--- config.mk ---
export PLATFORM = sky130hd
export DESIGN_NAME = cluster_jump_mask
export DESIGN_NICKNAME = d
export VERILOG_FILES = /design/src/rtl/cluster_jump_mask.sv
export SDC_FILE = /design/constraint.sdc
export NUM_CORES = 1
export LEC_CHECK = 0
export CAP_MARGIN = 20
export CELL_PAD_IN_SITES_DETAIL_PLACEMENT = 0
export CELL_PAD_IN_SITES_GLOBAL_PLACEMENT = 1
export CORE_ASPECT_RATIO = 0.5
export CORE_UTILIZATION = 26
export DETAILED_ROUTE_END_ITERATION = 10
export DONT_BUFFER_PORTS = 1
export PLACE_DENSITY_LB_ADDON = 0.05
export SYNTH_ARGS = -nofsm -noshare
export SYNTH_HDL_FRONTEND = slang
export SYNTH_SLANG_ARGS = --single-unit
export TNS_END_PERCENT = 1
--- constraint.sdc ---
create_clock -name clk -period 3.2 [get_ports clk]
set_clock_uncertainty 0.05 [all_clocks]
set_input_delay 0.32 -clock clk [delete_from_list [all_inputs] [get_ports clk]]
set_output_delay 0.32 -clock clk [all_outputs]
set_load 0.005 [all_outputs]
--- src/rtl/cluster_jump_mask.sv ---
module cluster_jump_mask #(
  parameter int NUM_FIBERS = 32
) (
  input  logic                  clk,
  input  logic                  rst_n,
  input  logic                  in_valid,
  input  logic [NUM_FIBERS-1:0] active_mask,
  input  logic [2:0]            width_sel,
  output logic                  out_valid,
  output logic [NUM_FIBERS-1:0] taken_mask,
  output logic [NUM_FIBERS-1:0] fallthru_mask,
  output logic                  none_active
);
  localparam int CL = 8;
  localparam int NCL = NUM_FIBERS / CL;

  initial begin
    if (NUM_FIBERS % CL != 0 || NUM_FIBERS == 0)
      $error("NUM_FIBERS must be a nonzero multiple of 8");
  end

  function automatic logic [CL-1:0] top_one(input logic [CL-1:0] b);
    logic [CL-1:0] r;
    r = '0;
    for (int i = 0; i < CL; i++)
      if (b[i]) r = CL'(1) << i;
    return r;
  endfunction

  logic [NCL-1:0]        cl_any;
  logic [NCL-1:0]        first_cl;
  logic [NUM_FIBERS-1:0] take_d;

  for (genvar c = 0; c < NCL; c++) begin : g_cl
    logic [CL-1:0] slice;
    assign slice = active_mask[c*CL +: CL];
    assign cl_any[c] = |slice;
    assign take_d[c*CL +: CL] = first_cl[c] ? (slice & ~top_one(slice)) : '0;
  end

  assign first_cl = cl_any & (~cl_any + NCL'(1));

  always_ff @(posedge clk) begin
    if (!rst_n) begin
      out_valid     <= 1'b0;
      taken_mask    <= '0;
      fallthru_mask <= '0;
      none_active   <= 1'b0;
    end else begin
      out_valid <= in_valid;
      if (in_valid) begin
        taken_mask    <= take_d;
        fallthru_mask <= active_mask & ~take_d;
        none_active   <= ~|cl_any;
      end
    end
  end


  valid_delay_chk: assert property (@(posedge clk) disable iff (!rst_n)
    in_valid |=> out_valid);


  taken_active_chk: assert property (@(posedge clk) disable iff (!rst_n)
    out_valid |-> (taken_mask & ~$past(active_mask)) == '0);


  disjoint_chk: assert property (@(posedge clk) disable iff (!rst_n)
    (taken_mask & fallthru_mask) == '0);


  none_zero_chk: assert property (@(posedge clk) disable iff (!rst_n)
    none_active |-> (taken_mask == '0 && fallthru_mask == '0));


  last_kept_chk: assert property (@(posedge clk) disable iff (!rst_n)
    (out_valid && !none_active) |-> fallthru_mask != '0);


  width_known_chk: assert property (@(posedge clk) disable iff (!rst_n)
    in_valid |-> !$isunknown(width_sel));
endmodule

==> qor.yml <==
critical_path:
  arrival_ns: 2.32
  crit_fanout: 11
  setup.worst_path.end_class: "flop"
  cp-start-kind: "primary input"
  crit_start: "active_mask[7]"
  rrSetupSlack_ns: 2.36
  required_ns: 3.36
  r2r-start: "none_active$_SDFFE_PN0P_"
  crit_type: "in -> reg"
logic_synthesis:
  synth_edf_count: 0
  synth-simple-area-share: 0.234
  synth_top_family_by_area: "simple AND/OR/NAND/NOR gates"
  synth_area_leaders: "dfxtp_1 48%, a32o_1 6.6%, nand2_1 5.4%"
  synthAdderAreaFrac: 0
  ys_seq_elements: 62
  async_flop_share: 0
  synth_top_cell_area_share: 0.479
  seq_area_frac_synth: 0.479
  synth_xor_area_frac: 0
  synthDistinctLibCells: 44
  ys_warn_count: 0
  muxShareOfSynthArea: 0.0154
  synthesis.area_um2: 2590
  syn-instance-count: 285
  ys.flop_type: "dfxtp_1"
  synth-compound-area-share: 0.217
  yosysTopAreaCell: "dfxtp_1"
  syn-mean-instance-area_um2: 9.10
cts:
  worst_skew_pair.late_latency_ns: 0.32
  root_buffer: "clkbuf_16"
  numCtsBuffers: 9
  cts-resized-gates: 0
  htreeDepth: 3
  cts_setup_buffers: 0
  cts.path.max_buffers: 2
  cts_num_sinks: 62
  clk_pin_slew_worst_paths_ns: 0.05
  ctsHoldBuffers: 0
  cts_tree: "done"
floorplanning:
  initial_core_util: 0.271
  core_um2: 9570
  pin_count: 104
  rows: 25
  die-area_um2: 10400
  die_h_um: 72.6
  dieWidth_um: 143
route:
  via_count: 2053
  first_pass_iters: 4
  ant_nets: 0
  wl_per_cell_um: 16.5
  avgViaCountPerCell: 4.89
  remaining_drc_errors: 0
  drt_wl_total_mm: 6.95
  dr.first_iter.drc_count: 80
placement:
  routabilityCongestion: 0.701
  hpwl_mm: 4.91
  dp_slack_ns: 0.708
  portBuffers: 0
timing:
  worst_slew_pin_slew_ns: 0.827
  timing.fmax_ghz: 0.463
  timing.final.hold_violations: 0
  fin_crit_ns: 2.16
  setup_tns_ns: 0
  layout_setup_ws_ns: 1.04
  slew_headroom: 0.448
  rsz0062_at_grt: "false"
  period_share: 0.674
  slew_viol_final: 0
  finalSetupViolCount: 0
global_route:
  grt_pass1_wl_mm: 10.6
  grtUsageTotal: 0.141
  overflow: 0
  grt_max_degree: 43
  grt_pass1_vias: 1942
  grt_antenna_before_repair: 0
finish:
  final_core_util: 0.312
  area_delta_synth_final_pct: 15.0
  antenna_cells: 0
  fin_nets: 318
  drive_gt1_frac: 0.0877
status:
  status: "finished, final reports clean"
job:
  drv_cap: 0
pwr:
  cellPowerDensity_nw_per_um2: 613
  ir_worst_vdd_mv: 0.198
  p_leak_nw: 1.05
min_path:
  hp-start: "rst_n"
  hold_class: "in -> reg"
-- registers in the layout, summed over array words and instances (netlist names) --
register       cells
out_valid          1
fallthru_mask     32
taken_mask        28
none_active        1
-- synth_stat cells (6+ instances only) --
master	number
a21boi_0	6
a32o_1	17
and2_1	8
clkbuf_1	15
dfxtp_1	62
inv_1	9
nand2_1	37
nand2b_1	7
nand3_1	12
nor2b_1	7
nor3_1	7
o21ai_0	26
or3_1	6
-- area by class of cell --
cell class | instances | area (um^2)
Fill cell | 1022 | 6590
Sequential cell | 62 | 1240
Multi-Input combinational cell | 195 | 1230
Clock buffer | 11 | 233
Tap cell | 135 | 169
Clock inverter | 5 | 50.0
Inverter | 9 | 33.8
Timing Repair Buffer | 3 | 22.5
-- critical path, stage by stage --
cell and delay, ns:
or3_1 0.55, or4_4 0.63, or4b_1 0.54, a32o_1 0.27
-- layer usage --
metal / up-vias / share of wire / track usage
met3: 6 / 0.11 / 0.0787
met2: 71 / 0.40 / 0.197
met5: - / 0 / 0
met4: 0 / 0.0075 / 0.0461
li1: 1030 / - / -
met1: 946 / 0.48 / 0.181
-- layout by cell type, fill, tap and decap left out, drive strengths merged, types with 5 or more instances in the layout --
| cell type | synthesis | layout |
|---|---|---|
| o21ai | 26 | 26 |
| nor2b | 7 | 7 |
| inv | 9 | 9 |
| o22ai | 5 | 5 |
| and2 | 8 | 8 |
| nor3 | 7 | 7 |
| nor2 | 5 | 5 |
| clkbuf | 15 | 11 |
| a21boi | 6 | 6 |
| nand2 | 37 | 37 |
| or4 | 5 | 5 |
| a32o | 17 | 17 |
| nand3 | 12 | 12 |
| or3 | 6 | 6 |
| dfxtp | 62 | 62 |
| nand2b | 7 | 7 |
-- per-stage QoR --
step	cell area [um^2]	std cells	hold slack, ns	total power [mW]
6_report	2980	420	0.0701	1.83
3_5_place_dp	2700	404	0.400	0.908
2_1_floorplan	2610	288	0.399	0.901
4_1_cts	2980	420	0.0491	1.86
3_3_place_gp	2700	404	0.394	0.906
5_1_grt	2980	420	0.0501	1.91
-- kinds of logic (layout without fill, tap and decap cells) --
kind of cell,Yosys count,after routing
AND/OR/NAND/NOR,111,111
AO/OA/AOI/OAI,76,76
flip-flops,62,62
buffers and inverters,31,28
multiplexers,4,4
other,1,4
-- where the power goes --
part,internal [mW],switching [mW],leakage [nW]
clock network,0.597,0.342,0.143
logic,0.0333,0.0374,0.397
registers,0.799,0.0200,0.506
total,1.43,0.400,1.05
-- path summary, 6_finish.rpt --
| path | to | depth (start not counted) |
|---|---|---|
| min reg2reg | taken_mask[21]$_SDFFE_PN0P_ | 2 |
| max reg2reg | none_active$_SDFFE_PN0P_ | 2 |
| min | fallthru_mask[5]$_SDFFE_PN0P_ | 1 |
| max | fallthru_mask[26]$_SDFFE_PN0P_ | 4 |
No activity file was read; power rests on OpenSTA's default activity.
